===== src/rtl/ccflag_pkg.sv =====
package ccflag_pkg;

    typedef enum logic [1:0] {
        OP_ADD  = 2'd0,
        OP_SUB  = 2'd1,
        OP_ADDX = 2'd2,
        OP_SUBX = 2'd3
    } ccf_op_e;

    typedef enum logic [1:0] {
        SZ_BYTE = 2'd0,
        SZ_WORD = 2'd1,
        SZ_LONG = 2'd2,
        SZ_RSVD = 2'd3
    } ccf_size_e;

    // Flag register layout, bit 4 down to bit 0
    typedef struct packed {
        logic x;
        logic n;
        logic z;
        logic v;
        logic c;
    } ccf_flags_t;

    localparam int NUM_SIZES = 3;

endpackage


===== src/rtl/ccflag_arith.sv =====
module ccflag_arith #(
    parameter int W = 32
) (
    input  logic [W-1:0] a_i,
    input  logic [W-1:0] b_i,
    input  logic         sub_i,
    input  logic         cin_i,
    output logic [W-1:0] res_o,
    output logic         carry_o,
    output logic         ovf_o,
    output logic         neg_o,
    output logic         zero_o
);

    logic [W:0] wide;

    always_comb begin
        // One extra bit holds the carry out (add) or the borrow out (subtract)
        if (sub_i) begin
            wide = {1'b0, a_i} - {1'b0, b_i} - {{W{1'b0}}, cin_i};
        end else begin
            wide = {1'b0, a_i} + {1'b0, b_i} + {{W{1'b0}}, cin_i};
        end
        res_o   = wide[W-1:0];
        carry_o = wide[W];
        if (sub_i) begin
            ovf_o = (a_i[W-1] ^ b_i[W-1]) & (a_i[W-1] ^ res_o[W-1]);
        end else begin
            ovf_o = (res_o[W-1] ^ a_i[W-1]) & (res_o[W-1] ^ b_i[W-1]);
        end
        neg_o  = res_o[W-1];
        zero_o = (res_o == '0);
    end

endmodule


===== src/rtl/ccflag_merge.sv =====
module ccflag_merge
    import ccflag_pkg::*;
(
    input  logic       carry_i,
    input  logic       ovf_i,
    input  logic       neg_i,
    input  logic       zero_i,
    input  logic       extend_i,
    input  logic       prev_z_i,
    output ccf_flags_t flags_o
);

    always_comb begin
        flags_o.c = carry_i;
        flags_o.x = carry_i;
        flags_o.v = ovf_i;
        flags_o.n = neg_i;
        // Extend ops may only clear Z
        flags_o.z = extend_i ? (zero_i & prev_z_i) : zero_i;
    end

endmodule


===== src/rtl/ccflag_unit.sv =====
module ccflag_unit
    import ccflag_pkg::*;
#(
    parameter int DATA_W = 32
) (
    input  logic              clk,
    input  logic              rst_n,
    input  logic              valid_i,
    input  logic [1:0]        op_i,
    input  logic [1:0]        size_i,
    input  logic [DATA_W-1:0] a_i,
    input  logic [DATA_W-1:0] b_i,
    input  logic [4:0]        flags_i,
    output logic [DATA_W-1:0] result_o,
    output logic [4:0]        flags_o
);

    localparam int SEL_W = $clog2(NUM_SIZES);

    typedef struct packed {
        logic [DATA_W-1:0] result;
        ccf_flags_t        flags;
    } state_t;

    state_t st_d, st_q;

    ccf_op_e    op;
    ccf_flags_t prev;
    logic       is_sub, is_ext;
    logic [SEL_W-1:0] sel;

    logic [DATA_W-1:0]    res_w   [NUM_SIZES];
    logic [NUM_SIZES-1:0] carry_w, ovf_w, neg_w, zero_w;

    assign op     = ccf_op_e'(op_i);
    assign prev   = ccf_flags_t'(flags_i);
    assign is_sub = (op == OP_SUB) || (op == OP_SUBX);
    assign is_ext = (op == OP_ADDX) || (op == OP_SUBX);

    // One arithmetic slice per operand width: DATA_W/4, DATA_W/2, DATA_W
    for (genvar k = 0; k < NUM_SIZES; k++) begin : g_width
        localparam int KW = DATA_W >> (NUM_SIZES - 1 - k);
        logic [KW-1:0] slice_res;

        ccflag_arith #(.W(KW)) u_arith (
            .a_i     (a_i[KW-1:0]),
            .b_i     (b_i[KW-1:0]),
            .sub_i   (is_sub),
            .cin_i   (is_ext & prev.x),
            .res_o   (slice_res),
            .carry_o (carry_w[k]),
            .ovf_o   (ovf_w[k]),
            .neg_o   (neg_w[k]),
            .zero_o  (zero_w[k])
        );

        assign res_w[k] = DATA_W'(slice_res);
    end

    always_comb begin
        // Extend ops and the reserved code run at full width
        if (is_ext || ccf_size_e'(size_i) == SZ_RSVD) begin
            sel = SEL_W'(SZ_LONG);
        end else begin
            sel = SEL_W'(size_i);
        end
    end

    ccf_flags_t new_flags;

    ccflag_merge u_merge (
        .carry_i  (carry_w[sel]),
        .ovf_i    (ovf_w[sel]),
        .neg_i    (neg_w[sel]),
        .zero_i   (zero_w[sel]),
        .extend_i (is_ext),
        .prev_z_i (prev.z),
        .flags_o  (new_flags)
    );

    always_comb begin
        st_d = st_q;
        if (valid_i) begin
            st_d.result = res_w[sel];
            st_d.flags  = new_flags;
        end
    end

    always_ff @(posedge clk or negedge rst_n) begin
        if (!rst_n) begin
            st_q <= '0;
        end else begin
            st_q <= st_d;
        end
    end

    assign result_o = st_q.result;
    assign flags_o  = st_q.flags;

endmodule


===== config.mk =====
export PLATFORM = sky130hd
export DESIGN_NAME = ccflag_unit
export DESIGN_NICKNAME = d
export VERILOG_FILES = /design/src/rtl/ccflag_pkg.sv /design/src/rtl/ccflag_arith.sv /design/src/rtl/ccflag_merge.sv /design/src/rtl/ccflag_unit.sv
export SDC_FILE = /design/constraint.sdc
export NUM_CORES = 1
export LEC_CHECK = 0
export ABC_AREA = 1
export BUFFER_PORTS_ARGS = -buffer_cell sky130_fd_sc_hd__buf_4
export CORE_ASPECT_RATIO = 0.7
export CORE_MARGIN = 2
export CORE_UTILIZATION = 55
export CTS_CLUSTER_SIZE = 8
export DETAILED_ROUTE_END_ITERATION = 10
export GPL_TIMING_DRIVEN = 1
export PLACE_DENSITY_LB_ADDON = 0.3
export RECOVER_POWER = 100
export SETUP_SLACK_MARGIN = 0.1
export SYNTH_ARGS = -nofsm -noshare
export SYNTH_HDL_FRONTEND = slang
export SYNTH_SLANG_ARGS = --single-unit

===== constraint.sdc =====
create_clock -name clk -period 0.9 [get_ports clk]
set_clock_uncertainty 0.05 [all_clocks]
set_input_delay 0.18 -clock clk [delete_from_list [all_inputs] [get_ports clk]]
set_output_delay 0.18 -clock clk [all_outputs]
set_load 0.02 [all_outputs]

==> flow_results.xml, run 1 <==
<?xml version="1.0" encoding="UTF-8"?>
<metrics>
  <group name="floorplanning">
    <metric name="fp.dieH" unit="µm">99.7</metric>
    <metric name="placement_rows" unit="">34</metric>
    <metric name="top_level_ports" unit="">113</metric>
    <metric name="initial_utilization" unit="">0.572</metric>
    <metric name="die_width" unit="µm">141</metric>
  </group>
  <group name="synthesis">
    <metric name="ys_types" unit="">42</metric>
    <metric name="sequential_share_of_the_synthesized_area" unit="">0.125</metric>
    <metric name="yosys_warnings" unit="">0</metric>
    <metric name="synth_async_reset_ratio" unit="">1.00</metric>
    <metric name="synth.top_cell.area_share" unit="">0.215</metric>
    <metric name="ys.flop_type" unit="">sky130_fd_sc_hd__dfrtp_1</metric>
    <metric name="synth_seq_cells" unit="">36</metric>
    <metric name="synth_nets" unit="">1476</metric>
    <metric name="synthDominantAreaCellType" unit="">sky130_fd_sc_hd__nand2_1</metric>
    <metric name="synthesis.area_per_instance" unit="µm²">5.53</metric>
    <metric name="post_synth_inst_count" unit="">1303</metric>
    <metric name="synth_area_leaders" unit="">sky130_fd_sc_hd__nand2_1, sky130_fd_sc_hd__ha_1, sky130_fd_sc_hd__inv_1, sky130_fd_sc_hd__dfrtp_1, sky130_fd_sc_hd__nand3_1</metric>
    <metric name="post_synth_instance_area" unit="mm²">0.00720</metric>
    <metric name="number_of_flops_mapped_to_enable_cells_by_yosys" unit="">0</metric>
  </group>
  <group name="placement">
    <metric name="post-place-ws" unit="ns">-1.82</metric>
    <metric name="numPortBuffers" unit="">109</metric>
    <metric name="dpl.hpwl" unit="mm">24.6</metric>
    <metric name="place.gp.congestion" unit="">1.16</metric>
  </group>
  <group name="clock_tree">
    <metric name="cts_root_buffer" unit="">sky130_fd_sc_hd__clkbuf_16</metric>
    <metric name="cts_inserted_buffers" unit="">5</metric>
    <metric name="cts.path.max_buffers" unit="">2</metric>
    <metric name="h-tree-depth" unit="">2</metric>
    <metric name="cts_num_sinks" unit="">36</metric>
  </group>
  <group name="run_status">
    <metric name="error" unit="">[ERROR DPL-0038] Utilization greater than 100%, impossible to legalize</metric>
    <metric name="status" unit="">aborted with a tool error</metric>
    <metric name="stop_stage" unit="">global routing (5_1_grt)</metric>
  </group>
  <group name="global_route">
    <metric name="grt_start_max_net_pins" unit="">37</metric>
  </group>
</metrics>
-- timing repair --
action,in CTS
gates cloned,0
gates resized for setup,191
pin swaps,68
buffers inserted,44
endpoints found under the setup margin,73
endpoints found under the hold margin,36
-- cells by family after synthesis --
group / Yosys count / share of synthesized area
adders and majority gates: 97 / 0.173
xor gates and xnor gates: 8 / 0.00973
DFF: 36 / 0.125
AOI/OAI and AO/OA: 162 / 0.127
buffers and inverters: 300 / 0.158
and+or+nand+nor: 700 / 0.408
-- through the flow --
stage / hold WS, ns / instances / TNS [ns] / instance area (µm²)
after CTS: -0.196 / 1828 / -46.54 / 11800
after detailed placement: 0.0971 / 1787 / -53.75 / 10800
after global placement: 0.0920 / 1787 / -49.87 / 10800
after floorplan: -0.166 / 1303 / -34.41 / 8060
-- synth_stat cells, drive strengths merged (9+ instances only) --
| cell | number |
|---|---|
| a22o | 9 |
| nor2 | 122 |
| ha | 93 |
| dfrtp | 36 |
| o21ai | 60 |
| o21bai | 11 |
| nand3 | 112 |
| inv | 285 |
| nand2 | 424 |
| nor3 | 13 |
| nand4 | 15 |
| a21oi | 70 |
==> run 2: changes to the inputs <==
--- a/config.mk
+++ b/config.mk
@@ -7,15 +7,12 @@
 export LEC_CHECK = 0
 export ABC_AREA = 1
 export BUFFER_PORTS_ARGS = -buffer_cell sky130_fd_sc_hd__buf_4
-export CORE_ASPECT_RATIO = 0.7
 export CORE_MARGIN = 2
-export CORE_UTILIZATION = 55
-export CTS_CLUSTER_SIZE = 8
+export CORE_UTILIZATION = 40
 export DETAILED_ROUTE_END_ITERATION = 10
 export GPL_TIMING_DRIVEN = 1
-export PLACE_DENSITY_LB_ADDON = 0.3
+export PLACE_DENSITY_LB_ADDON = 0.15
 export RECOVER_POWER = 100
-export SETUP_SLACK_MARGIN = 0.1
 export SYNTH_ARGS = -nofsm -noshare
 export SYNTH_HDL_FRONTEND = slang
 export SYNTH_SLANG_ARGS = --single-unit
==> flow_results.xml, run 2 <==
<?xml version="1.0" encoding="UTF-8"?>
<metrics>
  <group name="finish">
    <metric name="largest_register_ffs" unit="">32</metric>
    <metric name="drive_above_1_share" unit="">0.447</metric>
    <metric name="most-common-layout-cells" unit="">sky130_fd_sc_hd__buf_4, sky130_fd_sc_hd__nand2_1, sky130_fd_sc_hd__inv_1, sky130_fd_sc_hd__nor2_1, sky130_fd_sc_hd__nand3_1</metric>
    <metric name="nNetsFinal" unit="">1883</metric>
    <metric name="finalNonFillerCells" unit="">1940</metric>
    <metric name="antenna_cells_inserted" unit="">0</metric>
    <metric name="syn_to_final_growth" unit="%">76.7</metric>
    <metric name="layout.cell_area.non_filler" unit="mm²">0.0127</metric>
    <metric name="postLayoutCoreUtil" unit="">0.713</metric>
    <metric name="final_common_cell" unit="">sky130_fd_sc_hd__buf_4</metric>
    <metric name="nFillCells" unit="">1516</metric>
  </group>
  <group name="placement">
    <metric name="numPortBuffers" unit="">109</metric>
    <metric name="placedCellCount" unit="">1880</metric>
    <metric name="dpl.hpwl" unit="mm">23.3</metric>
    <metric name="place_area" unit="mm²">0.0110</metric>
    <metric name="place.gp.congestion" unit="">0.975</metric>
  </group>
  <group name="worst_setup_path">
    <metric name="required_time_at_the_worst_slack_endpoint" unit="ns">1.07</metric>
    <metric name="critical_path_class" unit="">in2reg</metric>
    <metric name="critical_path.reg2reg.startpoint" unit="">result_o[23]</metric>
    <metric name="r2r-end" unit="">result_o[23]</metric>
    <metric name="cp_max_fo" unit="">4</metric>
    <metric name="r2r_slack" unit="ns">-0.11</metric>
    <metric name="end_of_the_critical_path" unit="">flags_o[2]</metric>
    <metric name="timing.critical_path.arrival" unit="ns">2.50</metric>
    <metric name="end_kind" unit="">flip-flop</metric>
    <metric name="worst-r2r-cell-count" unit="">3</metric>
    <metric name="worstSetupStartpointType" unit="">input pin</metric>
    <metric name="setup.worst_path.start" unit="">flags_i[4]</metric>
  </group>
  <group name="synthesis">
    <metric name="post_synth_instance_area" unit="mm²">0.00720</metric>
    <metric name="sequential_share_of_the_synthesized_area" unit="">0.125</metric>
    <metric name="post_synth_inst_count" unit="">1303</metric>
    <metric name="synth_nets" unit="">1476</metric>
    <metric name="ys.flop_type" unit="">sky130_fd_sc_hd__dfrtp_1</metric>
    <metric name="synth_async_reset_ratio" unit="">1.00</metric>
    <metric name="synthDominantAreaCellType" unit="">sky130_fd_sc_hd__nand2_1</metric>
    <metric name="top_cells_by_instance_count_after_synthesis" unit="">sky130_fd_sc_hd__nand2_1, sky130_fd_sc_hd__inv_1, sky130_fd_sc_hd__nor2_1, sky130_fd_sc_hd__nand3_1, sky130_fd_sc_hd__ha_1</metric>
    <metric name="synthMostInstantiatedCell" unit="">sky130_fd_sc_hd__nand2_1</metric>
    <metric name="synthesis.area_per_instance" unit="µm²">5.53</metric>
    <metric name="synth_seq_cells" unit="">36</metric>
    <metric name="yosys_warnings" unit="">0</metric>
    <metric name="synth.top_cell.area_share" unit="">0.215</metric>
    <metric name="ys_types" unit="">42</metric>
    <metric name="number_of_flops_mapped_to_enable_cells_by_yosys" unit="">0</metric>
    <metric name="synth_area_leaders" unit="">sky130_fd_sc_hd__nand2_1, sky130_fd_sc_hd__ha_1, sky130_fd_sc_hd__inv_1, sky130_fd_sc_hd__dfrtp_1, sky130_fd_sc_hd__nand3_1</metric>
  </group>
  <group name="sta">
    <metric name="setup_viol_count_final" unit="">73</metric>
    <metric name="clock.fmax" unit="MHz">430</metric>
    <metric name="unrepaired_setup_endpoints_after_global_routing" unit="">true</metric>
    <metric name="final_period_minus_worst_setup_slack" unit="ns">2.32</metric>
    <metric name="hold_violations" unit="">0</metric>
    <metric name="finalSetupTns" unit="ns">-45.52</metric>
    <metric name="max-slew-margin-rel" unit="">0.710</metric>
    <metric name="setup_ws" unit="ns">-1.42</metric>
    <metric name="worst_slew_pin_slew" unit="ns">0.431</metric>
    <metric name="finalCritPeriodShare" unit="">2.58</metric>
    <metric name="timing_max_transition_violations_final" unit="">0</metric>
  </group>
  <group name="clock_tree">
    <metric name="tritoncts_clock_tree" unit="">built</metric>
    <metric name="cts_num_sinks" unit="">36</metric>
    <metric name="worst_skew_pair.late_latency" unit="ns">0.28</metric>
    <metric name="h-tree-depth" unit="">2</metric>
    <metric name="clk_transition_reported_paths" unit="ns">0.06</metric>
    <metric name="cts_inserted_buffers" unit="">5</metric>
    <metric name="cts.path.max_buffers" unit="">2</metric>
    <metric name="cts_root_buffer" unit="">sky130_fd_sc_hd__clkbuf_16</metric>
  </group>
  <group name="floorplanning">
    <metric name="fp.dieH" unit="µm">138</metric>
    <metric name="top_level_ports" unit="">113</metric>
    <metric name="placement_rows" unit="">49</metric>
    <metric name="initial_utilization" unit="">0.404</metric>
    <metric name="core_area" unit="mm²">0.0178</metric>
    <metric name="die_outline_area" unit="mm²">0.0191</metric>
    <metric name="die_width" unit="µm">138</metric>
  </group>
  <group name="global_route">
    <metric name="grt_start_max_net_pins" unit="">43</metric>
    <metric name="global_route_usage_over_all_layers" unit="">0.289</metric>
    <metric name="grt_antenna_before_repair" unit="">0</metric>
    <metric name="grt_overflow_total" unit="">0</metric>
    <metric name="grt_first_pass_wirelength" unit="mm">45.2</metric>
    <metric name="first_global_vias" unit="">9369</metric>
  </group>
  <group name="run_status">
    <metric name="status" unit="">finished with violations</metric>
    <metric name="failed_checks" unit="">negative setup slack</metric>
  </group>
  <group name="power_and_ir_drop">
    <metric name="max-vdd-ir-drop" unit="mV">1.86</metric>
    <metric name="power.density" unit="mW/mm²">1210</metric>
    <metric name="reported_leakage_power" unit="nW">6.83</metric>
  </group>
  <group name="detailed_routing">
    <metric name="via_total_after_detailed_routing" unit="">9693</metric>
    <metric name="number_of_design_rule_violations_left_after_detail_routing" unit="">0</metric>
    <metric name="drtPass1Iterations" unit="">5</metric>
    <metric name="avgRoutedWirePerCell" unit="µm">14.9</metric>
    <metric name="detail_route.vias_per_cell" unit="">5.00</metric>
    <metric name="drtIter0Drc" unit="">764</metric>
    <metric name="ant_nets" unit="">0</metric>
    <metric name="wirelength" unit="mm">28.9</metric>
  </group>
  <group name="hold_path">
    <metric name="whs_path_depth" unit="">4</metric>
    <metric name="hp-class" unit="">in2reg</metric>
  </group>
  <group name="job">
    <metric name="cap_violations" unit="">0</metric>
  </group>
</metrics>
[run 2: cell counts after synthesis]
No cell type changed its count.
[run 2: critical path: stages]
cell and delay [ns]:
sky130_fd_sc_hd__buf_8 0.08, sky130_fd_sc_hd__nand2_8 0.05, sky130_fd_sc_hd__fa_2 0.38, sky130_fd_sc_hd__fa_2 0.41, sky130_fd_sc_hd__o21ai_2 0.15, sky130_fd_sc_hd__nand2_2 0.10, sky130_fd_sc_hd__nand2_2 0.09, sky130_fd_sc_hd__nand2_4 0.08
sky130_fd_sc_hd__xor2_2 0.15, sky130_fd_sc_hd__nand2_1 0.08, sky130_fd_sc_hd__nand2_2 0.06, sky130_fd_sc_hd__nor2_1 0.10, sky130_fd_sc_hd__nand2_1 0.11, sky130_fd_sc_hd__nor2_2 0.11, sky130_fd_sc_hd__nand3_1 0.07, sky130_fd_sc_hd__nor2_1 0.09
sky130_fd_sc_hd__nand2_1 0.06, sky130_fd_sc_hd__nand2_1 0.05, sky130_fd_sc_hd__nand2_1 0.05, sky130_fd_sc_hd__nand2_1 0.06
[run 2: routing by layer]
layer / wire length [µm] / part of all wire / global-route usage / vias up
met1: 13200 / 0.46 / 0.406 / 4478
li1: - / - / - / 4877
met5: 0 / 0 / 0 / -
met3: 1640 / 0.057 / 0.0149 / 35
met4: 454 / 0.016 / 0.0618 / 0
met2: 13600 / 0.47 / 0.493 / 303
[run 2: what timing repair did]
action / 4_1_cts / 5_1_grt
endpoints found under the hold margin: 36 / 0
hold buffers: 1 / 0
buffers inserted: 39 / 24
endpoints found under the setup margin: 73 / 73
pin swaps: 80 / 48
gates resized for setup: 210 / 113
[run 2: report_power, final]
group	internal [mW]	switching [mW]	total, mW
Clock	1.30	0.654	1.96
Combinational	5.42	5.88	11.3
Sequential	1.90	0.217	2.12
[run 2: logic make-up (layout without fill, tap and decap cells)]
kind of cell | Yosys count | count (layout) | share of synthesized area
AOI/OAI and AO/OA | 162 | 162 | 0.127
xor gates and xnor gates | 8 | 8 | 0.00973
adders and majority gates | 97 | 97 | 0.173
buffers and inverters | 300 | 708 | 0.158
DFF | 36 | 36 | 0.125
and+or+nand+nor | 700 | 700 | 0.408
[run 2: layout make-up]
type / count / area [µm²] / share of cell area
multi-input cells: 967 / 6880 / 0.541
repair buffers: 414 / 3380 / 0.266
clock buffers: 6 / 129 / 0.0101
clock inverters: 2 / 35.0 / 0.00275
well taps: 229 / 287 / 0.0225
inverters: 286 / 1110 / 0.0872
flip-flops and latches: 36 / 901 / 0.0708
[run 2: metrics by stage]
step | worst slack, ns | power, mW | hold slack [ns]
2_1_floorplan | -1.31 | 7.09 | -0.166
3_3_place_gp | -1.72 | 11.1 | 0.101
3_5_place_dp | -1.77 | 11.2 | 0.103
4_1_cts | -1.44 | 14.4 | 0.233
5_1_grt | -1.58 | 16.4 | 0.276
6_report | -1.42 | 15.4 | 0.248
[run 2: worst min-delay path by stage]
| stage | startpoint | to |
|---|---|---|
| 2_1_floorplan | rst_n | flags_o[1] |
| 5_1_grt | valid_i | result_o[7] |
| 6_report | valid_i | result_o[0] |
| 3_3_place_gp | rst_n | result_o[3] |
| 4_1_cts | valid_i | result_o[3] |
| 3_5_place_dp | rst_n | result_o[3] |
No activity file was read; power rests on OpenSTA's default activity.
